File: config.mk
export PLATFORM = sky130hd
export DESIGN_NAME = blk_wake_scan
export DESIGN_NICKNAME = d
export VERILOG_FILES = /design/src/rtl/bws_pkg.sv /design/src/rtl/bws_list_table.sv /design/src/rtl/bws_scan_fsm.sv /design/src/rtl/bws_desc_enc.sv /design/src/rtl/blk_wake_scan.sv
export SDC_FILE = /design/constraint.sdc
export NUM_CORES = 1
export LEC_CHECK = 0
export BUFFER_PORTS_ARGS = -buffer_cell sky130_fd_sc_hd__buf_4
export CORE_MARGIN = 2
export CORE_UTILIZATION = 55
export DETAILED_ROUTE_END_ITERATION = 8
export PLACE_DENSITY = 0.76
export SLEW_MARGIN = 20
export SYNTH_ARGS = -nofsm -noshare
export SYNTH_HDL_FRONTEND = slang
export SYNTH_SLANG_ARGS = --single-unit
File: constraint.sdc
create_clock -name clk -period 3.2 [get_ports clk]
set_input_delay 0.8 -clock clk [delete_from_list [all_inputs] [get_ports clk]]
set_output_delay 0.8 -clock clk [all_outputs]
set_load 0.02 [all_outputs]
File: src/rtl/bws_pkg.sv
package bws_pkg;
    typedef enum logic [1:0] {
        RS_RUN   = 2'b00,
        RS_BLOCK = 2'b01,
        RS_READY = 2'b10,
        RS_OFF   = 2'b11
    } run_state_e;

    typedef enum logic [1:0] {
        SC_IDLE = 2'b00,
        SC_LOAD = 2'b01,
        SC_WALK = 2'b10
    } scan_state_e;
endpackage

File: src/rtl/bws_list_table.sv
module bws_list_table #(
    parameter int NS  = 6,
    parameter int NC  = 8,
    parameter int NP  = 4,
    localparam int CW  = $clog2(NC),
    localparam int PCW = $clog2(NP),
    localparam int PW  = $clog2(NS + 1)
) (
    input  logic           clk,
    input  logic           rst_n,
    input  logic           ins_en,
    input  logic [CW-1:0]  ins_ctx,
    input  logic [PCW-1:0] ins_cpu,
    input  logic           rm_en,
    input  logic [CW-1:0]  rm_ctx,
    input  logic [PCW-1:0] rm_cpu,
    input  logic           srm_en,
    input  logic [PW-1:0]  srm_slot,
    input  logic [PCW-1:0] srm_cpu,
    input  logic [CW-1:0]  q_ctx,
    output logic           q_in,
    output logic           full,
    input  logic [PCW-1:0] rd_cpu,
    output logic [PW-1:0]  rd_head,
    input  logic [PW-1:0]  rd_slot,
    output logic [PW-1:0]  rd_nxt,
    output logic [CW-1:0]  rd_ctx
);
    localparam logic [PW-1:0] NIL = PW'(NS);

    // entry NS is a never-used placeholder addressed by the null pointer
    logic           s_vld [NS+1];
    logic [PW-1:0]  s_nxt [NS+1];
    logic [PW-1:0]  s_prv [NS+1];
    logic [CW-1:0]  s_ctx [NS+1];
    logic [PW-1:0]  head  [NP];
    logic [PW-1:0]  tail  [NP];
    logic           c_in  [NC];
    logic [PW-1:0]  c_slot[NC];

    logic [PW-1:0] free_slot;
    logic [PW-1:0] rm_slot, rm_p, rm_n, sr_p, sr_n, ins_t;

    always_comb begin
        free_slot = NIL;
        full      = 1'b1;
        for (int i = NS - 1; i >= 0; i--) begin
            if (!s_vld[i]) begin
                free_slot = PW'(i);
                full      = 1'b0;
            end
        end
    end

    assign rm_slot = c_slot[rm_ctx];
    assign rm_p    = s_prv[rm_slot];
    assign rm_n    = s_nxt[rm_slot];
    assign sr_p    = s_prv[srm_slot];
    assign sr_n    = s_nxt[srm_slot];
    assign ins_t   = tail[ins_cpu];

    assign q_in    = c_in[q_ctx];
    assign rd_head = head[rd_cpu];
    assign rd_nxt  = s_nxt[rd_slot];
    assign rd_ctx  = s_ctx[rd_slot];

    always_ff @(posedge clk or negedge rst_n) begin
        if (!rst_n) begin
            for (int i = 0; i <= NS; i++) begin
                s_vld[i] <= 1'b0;
                s_nxt[i] <= NIL;
                s_prv[i] <= NIL;
                s_ctx[i] <= '0;
            end
            for (int i = 0; i < NP; i++) begin
                head[i] <= NIL;
                tail[i] <= NIL;
            end
            for (int i = 0; i < NC; i++) begin
                c_in[i]   <= 1'b0;
                c_slot[i] <= NIL;
            end
        end else begin
            // removal requested by the scanner (list of srm_cpu)
            if (srm_en) begin
                s_vld[srm_slot]       <= 1'b0;
                c_in[s_ctx[srm_slot]] <= 1'b0;
                if (sr_p == NIL) head[srm_cpu] <= sr_n;
                else             s_nxt[sr_p]   <= sr_n;
                if (sr_n == NIL) tail[srm_cpu] <= sr_p;
                else             s_prv[sr_n]   <= sr_p;
            end
            // removal requested by a state change (never the scanned list)
            if (rm_en) begin
                s_vld[rm_slot] <= 1'b0;
                c_in[rm_ctx]   <= 1'b0;
                if (rm_p == NIL) head[rm_cpu] <= rm_n;
                else             s_nxt[rm_p]  <= rm_n;
                if (rm_n == NIL) tail[rm_cpu] <= rm_p;
                else             s_prv[rm_n]  <= rm_p;
            end
            // tail append into a free slot
            if (ins_en) begin
                s_vld[free_slot] <= 1'b1;
                s_ctx[free_slot] <= ins_ctx;
                s_nxt[free_slot] <= NIL;
                s_prv[free_slot] <= ins_t;
                if (ins_t == NIL) head[ins_cpu] <= free_slot;
                else              s_nxt[ins_t]  <= free_slot;
                tail[ins_cpu]   <= free_slot;
                c_in[ins_ctx]   <= 1'b1;
                c_slot[ins_ctx] <= free_slot;
            end
        end
    end
endmodule

File: src/rtl/bws_scan_fsm.sv
module bws_scan_fsm
    import bws_pkg::*;
#(
    parameter int NS = 6,
    parameter int NC = 8,
    parameter int NP = 4,
    localparam int CW  = $clog2(NC),
    localparam int PCW = $clog2(NP),
    localparam int PW  = $clog2(NS + 1)
) (
    input  logic           clk,
    input  logic           rst_n,
    input  logic           wake_vld,
    input  logic [PCW-1:0] wake_cpu,
    output logic           wake_ready,
    input  logic [NC-1:0]  on_flags,
    input  logic [PW-1:0]  rd_head,
    output logic [PW-1:0]  rd_slot,
    input  logic [PW-1:0]  rd_nxt,
    input  logic [CW-1:0]  rd_ctx,
    output logic           busy,
    output logic [PCW-1:0] scan_cpu,
    output logic           srm_en,
    output logic [PW-1:0]  srm_slot,
    output logic           unblk_vld,
    output logic [CW-1:0]  unblk_ctx
);
    localparam logic [PW-1:0] NIL = PW'(NS);

    scan_state_e    state_q, state_d;
    logic [PW-1:0]  cur_q, cur_d;
    logic [PCW-1:0] cpu_q, cpu_d;

    always_ff @(posedge clk or negedge rst_n) begin
        if (!rst_n) begin
            state_q <= SC_IDLE;
            cur_q   <= NIL;
            cpu_q   <= '0;
        end else begin
            state_q <= state_d;
            cur_q   <= cur_d;
            cpu_q   <= cpu_d;
        end
    end

    always_comb begin
        state_d = state_q;
        cur_d   = cur_q;
        cpu_d   = cpu_q;
        srm_en  = 1'b0;
        unique case (state_q)
            SC_IDLE: begin
                if (wake_vld) begin
                    state_d = SC_LOAD;
                    cpu_d   = wake_cpu;
                end
            end
            SC_LOAD: begin
                cur_d   = rd_head;
                state_d = (rd_head == NIL) ? SC_IDLE : SC_WALK;
            end
            SC_WALK: begin
                srm_en  = on_flags[rd_ctx];
                cur_d   = rd_nxt;
                if (rd_nxt == NIL) state_d = SC_IDLE;
            end
            default: state_d = SC_IDLE;
        endcase
    end

    always_ff @(posedge clk or negedge rst_n) begin
        if (!rst_n) begin
            unblk_vld <= 1'b0;
            unblk_ctx <= '0;
        end else begin
            unblk_vld <= srm_en;
            unblk_ctx <= rd_ctx;
        end
    end

    assign wake_ready = (state_q == SC_IDLE);
    assign busy       = !wake_ready;
    assign scan_cpu   = cpu_q;
    assign rd_slot    = cur_q;
    assign srm_slot   = cur_q;
endmodule

File: src/rtl/bws_desc_enc.sv
module bws_desc_enc
    import bws_pkg::*;
#(
    parameter int CW    = 3,
    parameter int PCW   = 2,
    parameter int VEC_W = 8,
    parameter int DST_W = 8,
    parameter logic [VEC_W-1:0] POST_VEC = 'hF2,
    parameter logic [VEC_W-1:0] WAKE_VEC = 'hF1
) (
    input  logic             clk,
    input  logic             rst_n,
    input  logic             acc,
    input  run_state_e       state,
    input  logic [CW-1:0]    ctx,
    input  logic [PCW-1:0]   cpu,
    input  logic             ovf_in,
    output logic             desc_vld,
    output logic [CW-1:0]    desc_ctx,
    output logic [VEC_W-1:0] desc_nv,
    output logic             desc_sn,
    output logic             desc_dst_we,
    output logic [DST_W-1:0] desc_dst,
    output logic             ovf_err
);
    always_ff @(posedge clk or negedge rst_n) begin
        if (!rst_n) begin
            desc_vld    <= 1'b0;
            desc_ctx    <= '0;
            desc_nv     <= '0;
            desc_sn     <= 1'b0;
            desc_dst_we <= 1'b0;
            desc_dst    <= '0;
            ovf_err     <= 1'b0;
        end else begin
            desc_vld    <= acc;
            desc_ctx    <= ctx;
            desc_dst    <= DST_W'(cpu);
            ovf_err     <= acc && ovf_in;
            unique case (state)
                RS_RUN: begin
                    desc_nv     <= POST_VEC;
                    desc_sn     <= 1'b0;
                    desc_dst_we <= acc;
                end
                RS_BLOCK: begin
                    desc_nv     <= WAKE_VEC;
                    desc_sn     <= 1'b0;
                    desc_dst_we <= 1'b0;
                end
                default: begin
                    desc_nv     <= POST_VEC;
                    desc_sn     <= 1'b1;
                    desc_dst_we <= 1'b0;
                end
            endcase
        end
    end
endmodule

File: src/rtl/blk_wake_scan.sv
module blk_wake_scan
    import bws_pkg::*;
#(
    parameter int NUM_CTX   = 8,
    parameter int NUM_CPU   = 4,
    parameter int NUM_SLOTS = 6,
    parameter int VEC_W     = 8,
    parameter int DST_W     = 8,
    parameter logic [VEC_W-1:0] POST_VEC = 'hF2,
    parameter logic [VEC_W-1:0] WAKE_VEC = 'hF1,
    localparam int CW  = $clog2(NUM_CTX),
    localparam int PCW = $clog2(NUM_CPU),
    localparam int PW  = $clog2(NUM_SLOTS + 1)
) (
    input  logic               clk,
    input  logic               rst_n,
    input  logic               cmd_vld,
    output logic               cmd_ready,
    input  logic [1:0]         cmd_state,
    input  logic [CW-1:0]      cmd_ctx,
    input  logic [PCW-1:0]     cmd_cpu,
    input  logic               wake_vld,
    output logic               wake_ready,
    input  logic [PCW-1:0]     wake_cpu,
    input  logic [NUM_CTX-1:0] on_flags,
    output logic               desc_vld,
    output logic [CW-1:0]      desc_ctx,
    output logic [VEC_W-1:0]   desc_nv,
    output logic               desc_sn,
    output logic               desc_dst_we,
    output logic [DST_W-1:0]   desc_dst,
    output logic               unblk_vld,
    output logic [CW-1:0]      unblk_ctx,
    output logic               ovf_err
);
    run_state_e     st;
    logic           acc, busy, listed, full;
    logic           ins_en, rm_en, srm_en, ovf_now;
    logic [PCW-1:0] scan_cpu, home_cpu;
    logic [PW-1:0]  rd_head, rd_slot, rd_nxt, srm_slot;
    logic [CW-1:0]  rd_ctx;
    logic [PCW-1:0] last_cpu [NUM_CTX];

    assign st        = run_state_e'(cmd_state);
    assign home_cpu  = last_cpu[cmd_ctx];
    assign cmd_ready = !(busy && (home_cpu == scan_cpu));
    assign acc       = cmd_vld && cmd_ready;
    assign ins_en    = acc && (st == RS_BLOCK) && !listed && !full;
    assign ovf_now   = (st == RS_BLOCK) && !listed && full;
    assign rm_en     = acc && (st != RS_BLOCK) && listed;

    always_ff @(posedge clk or negedge rst_n) begin
        if (!rst_n) begin
            for (int i = 0; i < NUM_CTX; i++) last_cpu[i] <= '0;
        end else if (acc && st == RS_RUN) begin
            last_cpu[cmd_ctx] <= cmd_cpu;
        end
    end

    bws_list_table #(.NS(NUM_SLOTS), .NC(NUM_CTX), .NP(NUM_CPU)) u_tbl (
        .clk      (clk),
        .rst_n    (rst_n),
        .ins_en   (ins_en),
        .ins_ctx  (cmd_ctx),
        .ins_cpu  (home_cpu),
        .rm_en    (rm_en),
        .rm_ctx   (cmd_ctx),
        .rm_cpu   (home_cpu),
        .srm_en   (srm_en),
        .srm_slot (srm_slot),
        .srm_cpu  (scan_cpu),
        .q_ctx    (cmd_ctx),
        .q_in     (listed),
        .full     (full),
        .rd_cpu   (scan_cpu),
        .rd_head  (rd_head),
        .rd_slot  (rd_slot),
        .rd_nxt   (rd_nxt),
        .rd_ctx   (rd_ctx)
    );

    bws_scan_fsm #(.NS(NUM_SLOTS), .NC(NUM_CTX), .NP(NUM_CPU)) u_scan (
        .clk        (clk),
        .rst_n      (rst_n),
        .wake_vld   (wake_vld),
        .wake_cpu   (wake_cpu),
        .wake_ready (wake_ready),
        .on_flags   (on_flags),
        .rd_head    (rd_head),
        .rd_slot    (rd_slot),
        .rd_nxt     (rd_nxt),
        .rd_ctx     (rd_ctx),
        .busy       (busy),
        .scan_cpu   (scan_cpu),
        .srm_en     (srm_en),
        .srm_slot   (srm_slot),
        .unblk_vld  (unblk_vld),
        .unblk_ctx  (unblk_ctx)
    );

    bws_desc_enc #(
        .CW(CW), .PCW(PCW), .VEC_W(VEC_W), .DST_W(DST_W),
        .POST_VEC(POST_VEC), .WAKE_VEC(WAKE_VEC)
    ) u_desc (
        .clk         (clk),
        .rst_n       (rst_n),
        .acc         (acc),
        .state       (st),
        .ctx         (cmd_ctx),
        .cpu         (cmd_cpu),
        .ovf_in      (ovf_now),
        .desc_vld    (desc_vld),
        .desc_ctx    (desc_ctx),
        .desc_nv     (desc_nv),
        .desc_sn     (desc_sn),
        .desc_dst_we (desc_dst_we),
        .desc_dst    (desc_dst),
        .ovf_err     (ovf_err)
    );
endmodule

### Yosys cells after proc, flatten, opt, wreduce, memory -nomap -nowiden

Cells that the tools add are included.

| word-level totals | value |
|---|---|
| flip-flop bits (word level) | 170 |
| bits of input ports | 21 |
| output and inout bits | 29 |
| word-level logic and storage cells | 294 |

| operators by class | value |
|---|---|
| $lt $le $gt $ge | 25 |
| equal/unequal tests | 13 |
| mux-type cells | 126 |
| bitwise logic cells | 25 |
| reductions and logical operators | 33 |

Operator list:

| kind | number |
|---|---|
| 21-bit 2-to-1 mux | 11 |
| 21-bit bitwise mux | 7 |
| 12-bit 2-to-1 mux | 11 |
| 3-bit 2-to-1 mux | 29 |
| 12-bit bitwise mux | 6 |
| 3-bit demux with 3-bit select | 7 |
| 3-bit binary-select mux with 3-bit select | 6 |
| 4-bit greater-or-equal comparator (second input constant) | 10 |
| 4-bit by 1-bit less-than comparator with 1-bit output (second input constant) | 10 |
| 3-bit inverter with 4-bit output | 10 |
| 24-bit bitwise mux | 1 |
| 8-bit 2-to-1 mux | 3 |
| 1-bit logical AND | 23 |
| 7-bit bitwise AND | 3 |
| 7-bit 2-to-1 mux | 3 |
| 7-bit inverter | 3 |
| 3-bit == test (second input constant) | 6 |
| 2-bit 2-to-1 mux | 9 |
| 1-bit 2-to-1 mux | 17 |
| 8-bit bitwise AND | 2 |
| 16-bit bitwise mux | 1 |
| 8-bit inverter | 2 |
| 1-bit demux with 3-bit select | 5 |
| 14-bit OR | 1 |
| other kinds (23) | 36 |

### Depth between registers and ports, before layout

| depth | value |
|---|---|
| depth after elaboration | 20 |
| gate-level depth with buffers | 16 |
| depth with buffers taken out | 9 |

### By module

A second synthesis with hierarchy kept.

| second synthesis, totals | value |
|---|---|
| cell total of the unflattened synthesis | 1071 |
| area, all modules | 11040.6 sq um |

By module, submodules not included:

| module | times used | cells each | area an instance (sq um) | sequential area each (sq um) |
|---|---|---|---|---|
| bws_list_table | 1 | 918 | 9062.4 | 3203.1 |
| blk_wake_scan | 1 | 77 | 1001.0 | 400.4 |
| bws_scan_fsm | 1 | 46 | 551.8 | 277.8 |
| bws_desc_enc | 1 | 30 | 425.4 | 300.3 |

### Worst setup path after synthesis

Ideal clock, no wire load.

| timing | value |
|---|---|
| kind | in2reg |
| start | in cmd_ctx[0] |
| end | reg u_tbl.tail[5] (netlist bit) |
| arrival | 3.525 ns |
| path slack | -0.408 ns |
| stages on the path | 13 |
| cells stage by stage | buf_4 -> buf_6 -> nor3b_1 -> a22oi_1 -> and3_4 -> o2111ai_4 -> and3_1 -> buf_4 -> nand2_4 -> or3_1 -> buf_2 -> buf_6 -> o311a_1 |

| on the way | value |
|---|---|
| elaborated cells on any way between the ends | 39 |
| classes of those cells | 2 x order compare; 2 x eq/ne; 22 x mux; 3 x bitwise; 10 x reduce/logical |

RTL lines:

| what | line | source |
|---|---|---|
| start: declaration | blk_wake_scan.sv:20 | `input logic [CW-1:0] cmd_ctx,` |
| 3-bit inverter with 4-bit output (implied by the code) * | blk_wake_scan.sv:45 | `assign home_cpu = last_cpu[cmd_ctx];` |
| 2-bit binary-select mux with 3-bit select * | blk_wake_scan.sv:45 |  |
| 2-bit 2-to-1 mux (implied by the code) * (2 in a row) | blk_wake_scan.sv:45 |  |
| 2-bit == test * | blk_wake_scan.sv:46 | `assign cmd_ready = !(busy && (home_cpu == scan_cpu));` |
| 1-bit logical AND * | blk_wake_scan.sv:46 |  |
| 1-bit zero test * | blk_wake_scan.sv:46 |  |
| net cmd_ready | blk_wake_scan.sv:18 | `output logic cmd_ready,` |
| 1-bit logical AND * | blk_wake_scan.sv:47 | `assign acc = cmd_vld && cmd_ready;` |
| 1-bit logical AND (2 in a row) | blk_wake_scan.sv:50 | `assign rm_en = acc && (st != RS_BLOCK) && listed;` |
| 12-bit 2-to-1 mux | bws_list_table.sv:94 | `if (rm_en) begin` |
| 12-bit bitwise mux | bws_list_table.sv:110 | `tail[ins_cpu] <= free_slot;` |
| 12-bit 2-to-1 mux * | bws_list_table.sv:103 | `if (ins_en) begin` |
| end signal: indexed assignment | bws_list_table.sv:90 | `if (sr_n == NIL) tail[srm_cpu] <= sr_p;` |
| end signal: indexed assignment | bws_list_table.sv:99 | `if (rm_n == NIL) tail[rm_cpu] <= rm_p;` |
| end signal: indexed assignment | bws_list_table.sv:110 |  |
| end: declaration | bws_list_table.sv:37 | `logic [PW-1:0] tail [NP];` |

The timed path passes the listed nets; every way through them passes the cells marked *. The select of a mux whose other input is x is not followed.
A chain may end at the register's enable or synchronous reset.

### Worst setup path after layout

| timing | value |
|---|---|
| start | reg u_scan.cur_q[2] (netlist: u_scan.rd_slot[2]) |
| end | reg u_tbl.tail[1] (netlist bit) |

| on the way | value |
|---|---|
| cells in the longest elaborated chain, start to end | 13 |
| elaborated cells on any way between the ends | 22 |
| classes of those cells | 1 x eq/ne; 20 x mux; 1 x bitwise |

RTL lines:

| what | line | source |
|---|---|---|
| start: declaration | bws_scan_fsm.sv:31 | `logic [PW-1:0] cur_q, cur_d;` |
| start signal: assignment | bws_scan_fsm.sv:41 | `cur_q <= cur_d;` |
| 3-bit inverter with 4-bit output (implied by the code) * | bws_list_table.sv:58, bws_list_table.sv:59, bws_list_table.sv:65 |  |
| 3-bit binary-select mux with 3-bit select | bws_list_table.sv:65 | `assign rd_ctx = s_ctx[rd_slot];` |
| 3-bit 2-to-1 mux (implied by the code) (2 in a row) | bws_list_table.sv:65 |  |
| 1-bit binary-select mux with 3-bit select | bws_scan_fsm.sv:63 | `srm_en = on_flags[rd_ctx];` |
| 1-bit 2-to-1 mux (implied by the code) | bws_scan_fsm.sv:63 |  |
| 1-bit 2-to-1 mux | bws_scan_fsm.sv:51 | `unique case (state_q)` |
| 12-bit 2-to-1 mux * | bws_list_table.sv:85 | `if (srm_en) begin` |
| 12-bit bitwise mux | bws_list_table.sv:99 |  |
| 12-bit 2-to-1 mux | bws_list_table.sv:99 |  |
| 12-bit 2-to-1 mux * | bws_list_table.sv:94 |  |
| 12-bit bitwise mux | bws_list_table.sv:110 |  |
| 12-bit 2-to-1 mux * | bws_list_table.sv:103 |  |

Every way passes the cells marked *; elsewhere a longest branch is shown, timed or not. The select of a mux whose other input is x is not followed.

==> flow_summary.ini <==
[outcome]
status = complete, but fails checks
failing_checks = setup timing

[critical_path]
worst_ep_required_time_ns = 3.54
worstSetupPathType = reg2reg
slowest_stage = sky130_fd_sc_hd__dfstp_2
crit_path_cell_trace = and2b_1, and2_1, a22o_1, a211oi_2, o21ai_1, buf_6, clkbuf_4, a21oi_1, o21ai_0, or4_1
cp.arrival_ns = 3.63
crit_family = compound AO/OA/AOI/OAI gates
worst_setup_path_start_kind = flop
critPathCaptureType = flop
critPathBufInv = 2
timing.critical_path.slowest_cell_delay_ns = 0.67
worstPathMaxFanout = 7

[synth]
main_combinational_cell_family_by_area_after_synthesis = multiplexers
synth_cell_type_count = 84
yosys_register_bits = 164
synthDominantCellAreaShare_pct = 24.9
synthArstFlopShare_pct = 100
synthXorXnorAreaFrac_pct = 0
synth_edf_count = 0
muxShareOfSynthArea_pct = 20.8
synth_warnings = 0
yosys_most_used_dff = sky130_fd_sc_hd__dfrtp_1
synth_simple_gate_area_share_pct = 15.6
synth_top_cell_by_area = sky130_fd_sc_hd__dfrtp_1
synth_most_common_cell = sky130_fd_sc_hd__mux2i_1
sequential_cell_area_fraction_in_the_yosys_report_pct = 40.9
netlist_top_cells_area = sky130_fd_sc_hd__dfrtp_1, sky130_fd_sc_hd__dfstp_2, sky130_fd_sc_hd__mux2i_1
synth_fa_ha_area_share_pct = 0.367
syn_area_per_cell_um2 = 10.2
syn-instance-count = 1007
synth_area_um2 = 10200
netlist_top_cells_count = sky130_fd_sc_hd__mux2i_1, sky130_fd_sc_hd__dfrtp_1, sky130_fd_sc_hd__nand2_1, sky130_fd_sc_hd__mux2_2, sky130_fd_sc_hd__dfstp_2
synth_compound_gate_area_share_pct = 16.3

[global_routing]
global_route.usage.met3_pct = 7.32
number_of_antenna_violations_at_the_first_check_in_global_routing = 0
grt_util_met1_pct = 44.6
overflow = 0
global_route.usage.total_pct = 34.1
met2_usage_pct = 53.6
wire_length_of_the_first_global_routing_pass_mm = 51.8
grt_pass1_vias = 9505
top_usage_layer = met2
grt_max_degree = 62

[floorplan]
placementRows = 49
design.die.area_um2 = 19700
die_y_um = 140
coreArea_um2 = 18100
floorplan.die.width_um = 140
io_pins = 50
initial_utilization_pct = 56.6

[placement]
io_buffer_count = 41
finalWeightedCongestion = 0.996
dp.cells = 1399
dpl-instance-area_um2 = 12200
place.detailed.hpwl_mm = 23.7

[finish]
design_area_um2 = 13300
nFillCells = 1202
drive_gt1_share_pct = 45.1
instances_no_fill = 1453
diodes = 0
area_growth_syn_to_layout_pct = 30.2
final_nets = 1235

[cts]
cts-root-to-sink-buffers = 2
cts.clk_slew.worst_paths_ns = 0.07
cts_inserted_buffers = 17
clock_sink_count = 164
cts-htree-levels = 4
clock_insertion_delay_worst_skew_ns = 0.44
tritoncts = built
cts.root.buffer_cell = sky130_fd_sc_hd__clkbuf_16

[sta]
grt_setup_unrepaired = true
final_min_period_over_clock_period_pct = 103
setup_viol = 8
fin_crit_ns = 3.29
timing_worst_slew_pin_value_ns = 0.692
postLayoutSetupSlackWorst_ns = -0.0870
worst_slew_margin_rel_pct = 53.5
finalMaxSlewViolations = 0
hold_viol_final = 0
final.setup_skew_ns = 0.0143
hold_slack_ns = 0.338
max_freq_ghz = 0.304

[pwr]
power_frac_comb_pct = 52.4
power.switching_fraction_pct = 43.0
p_int_w = 0.00665
pd_cells_nw_per_um2 = 876
power.sequential.fraction_pct = 30.1
share_clk_of_total_power_pct = 17.5
max-vdd-ir-drop_mv = 0.629
net-switching-power_w = 0.00502
power_leakage_nw = 5.73

[drt]
drc_errors = 0
viasPerCell = 6.61
drt_iter0_markers = 932
final_wirelength_mm = 34.1
drt.antenna.violating_nets = 0
route.vias.total = 9611
wl_per_cell_um = 23.5
drt-pass1-iter-count = 8

[min_path]
hold_path_class = in2async

[job]
maxCapViolations = 0
==> power by group through the flow <==
| stage | Clock (W) | Sequential [W] | Combinational, W |
|---|---|---|---|
| 2_1_floorplan | 0 | 0.00319 | 0.00347 |
| 3_3_place_gp | 0 | 0.00344 | 0.00522 |
| 3_5_place_dp | 0 | 0.00346 | 0.00535 |
| 4_1_cts | 0.00207 | 0.00345 | 0.00557 |
| 5_1_grt | 0.00215 | 0.00354 | 0.00643 |
| 6_report | 0.00205 | 0.00351 | 0.00611 |
==> layout make-up <==
cell class | count | area (um^2) | area share [%]
timing repair buffer | 268 | 2200 | 16.5
sequential | 164 | 4180 | 31.4
tap | 229 | 287 | 2.15
multi-input combinational | 732 | 5960 | 44.7
clock inverter | 13 | 134 | 1.00
clock buffer | 19 | 453 | 3.40
inverter | 28 | 105 | 0.789
==> metal layers <==
metal	vias up	part of all wire (%)
met1	4723	39
met5	-	0
met4	0	4.9
li1	4147	-
met3	143	9.3
met2	598	46
==> sequential cells by signal, summed over array words and instances, names as in the netlist, 2 cells and up <==
| name | flops |
|---|---|
| u_desc.desc_nv | 3 |
| u_desc.desc_dst | 2 |
| u_scan.scan_cpu | 2 |
| u_tbl.c_slot | 24 |
| u_tbl.s_nxt | 21 |
| u_tbl.head | 12 |
| last_cpu | 16 |
| u_tbl.s_prv | 21 |
| u_desc.desc_ctx | 3 |
| u_tbl.s_vld | 6 |
| u_scan.rd_slot | 3 |
| u_scan.state_q | 2 |
| u_tbl.s_ctx | 21 |
| u_tbl.c_in | 8 |
| u_scan.unblk_ctx | 3 |
| u_tbl.tail | 12 |
==> final timing paths <==
kind	start	endpoint	cells after the start	slack [ns]
setup / recovery	u_scan.rd_slot[2]$_DFFE_PN1P_	u_tbl.tail[1]$_DFF_PN1_	10	-0.09
hold / removal	rst_n	u_tbl.s_ctx[5]$_DFFE_PN0P_	1	0.34
setup reg to reg	u_scan.rd_slot[2]$_DFFE_PN1P_	u_tbl.tail[1]$_DFF_PN1_	10	-0.09
hold reg to reg	u_tbl.s_prv[1]$_DFF_PN1_	u_tbl.s_prv[1]$_DFF_PN1_	0	0.39
max in group asynchronous	rst_n	u_tbl.s_prv[10]$_DFF_PN1_	2	2.03
min in group clk	u_tbl.s_prv[1]$_DFF_PN1_	u_tbl.s_prv[1]$_DFF_PN1_	0	0.39
==> cell usage in the layout, fill, tap and decap left out, types with 6 or more instances in the layout <==
cell | netlist | layout
sky130_fd_sc_hd__o22a_1 | 8 | 8
sky130_fd_sc_hd__buf_4 | 21 | 241
sky130_fd_sc_hd__o22ai_1 | 20 | 20
sky130_fd_sc_hd__nand3b_1 | 6 | 6
sky130_fd_sc_hd__buf_12 | 0 | 8
sky130_fd_sc_hd__dfrtp_1 | 102 | 101
sky130_fd_sc_hd__nand2b_1 | 14 | 13
sky130_fd_sc_hd__o21ai_0 | 46 | 40
sky130_fd_sc_hd__mux4_2 | 9 | 9
sky130_fd_sc_hd__dfstp_2 | 62 | 62
sky130_fd_sc_hd__nor2b_1 | 8 | 6
sky130_fd_sc_hd__nand4_1 | 18 | 18
sky130_fd_sc_hd__a32oi_1 | 7 | 7
sky130_fd_sc_hd__a22oi_1 | 14 | 11
sky130_fd_sc_hd__mux2i_1 | 112 | 107
sky130_fd_sc_hd__nor3_1 | 21 | 16
sky130_fd_sc_hd__and2_1 | 8 | 7
sky130_fd_sc_hd__a211oi_1 | 17 | 7
sky130_fd_sc_hd__buf_6 | 10 | 14
sky130_fd_sc_hd__nand3_1 | 37 | 35
sky130_fd_sc_hd__inv_1 | 28 | 28
sky130_fd_sc_hd__o21ai_1 | 0 | 6
sky130_fd_sc_hd__nor3_2 | 3 | 7
sky130_fd_sc_hd__mux2_2 | 68 | 67
sky130_fd_sc_hd__a21oi_1 | 31 | 26
sky130_fd_sc_hd__a211oi_2 | 0 | 10
sky130_fd_sc_hd__nand2_1 | 91 | 88
sky130_fd_sc_hd__nor2_1 | 42 | 31
sky130_fd_sc_hd__conb_1 | 2 | 9
sky130_fd_sc_hd__o211ai_1 | 9 | 9
sky130_fd_sc_hd__and3_1 | 12 | 9
sky130_fd_sc_hd__nor2_2 | 0 | 10
sky130_fd_sc_hd__clkbuf_16 | 0 | 18
==> cells by family after synthesis <==
family | Yosys count
buffers and inverters | 118
other | 2
adders and majority gates | 3
AOI/OAI and AO/OA | 228
muxes | 192
and+or+nand+nor | 300
DFF | 164
==> repair_timing <==
action | CTS | global route
hold buffers | 0 | 0
setup endpoints to repair | 26 | 55
pin swaps | 9 | 14
resized for setup | 28 | 50
setup buffers | 8 | 14
gates cloned | 0 | 1
==> through the flow <==
step	util [%]	TNS [ns]	power [W]	worst slack, ns
after global placement	67.4	-27.14	0.00866	-0.436
after global routing	73.7	-1.87	0.0121	-0.207
after floorplan	-	-8.40	0.00666	-0.298
after CTS	71.6	-0.0294	0.0111	-0.0284
after detailed placement	67.4	-34.35	0.00881	-0.491
final	73.7	-0.268	0.0117	-0.0870
==> worst register-to-register path: cells and delay by family, from the launching register on <==
family | cells | cell delay, ns
compound gates | 5 | 1.21
buf+inv | 2 | 0.34
flops | 1 | 0.67
simple gates | 3 | 0.97
Power figures use the tool's default switching activity.
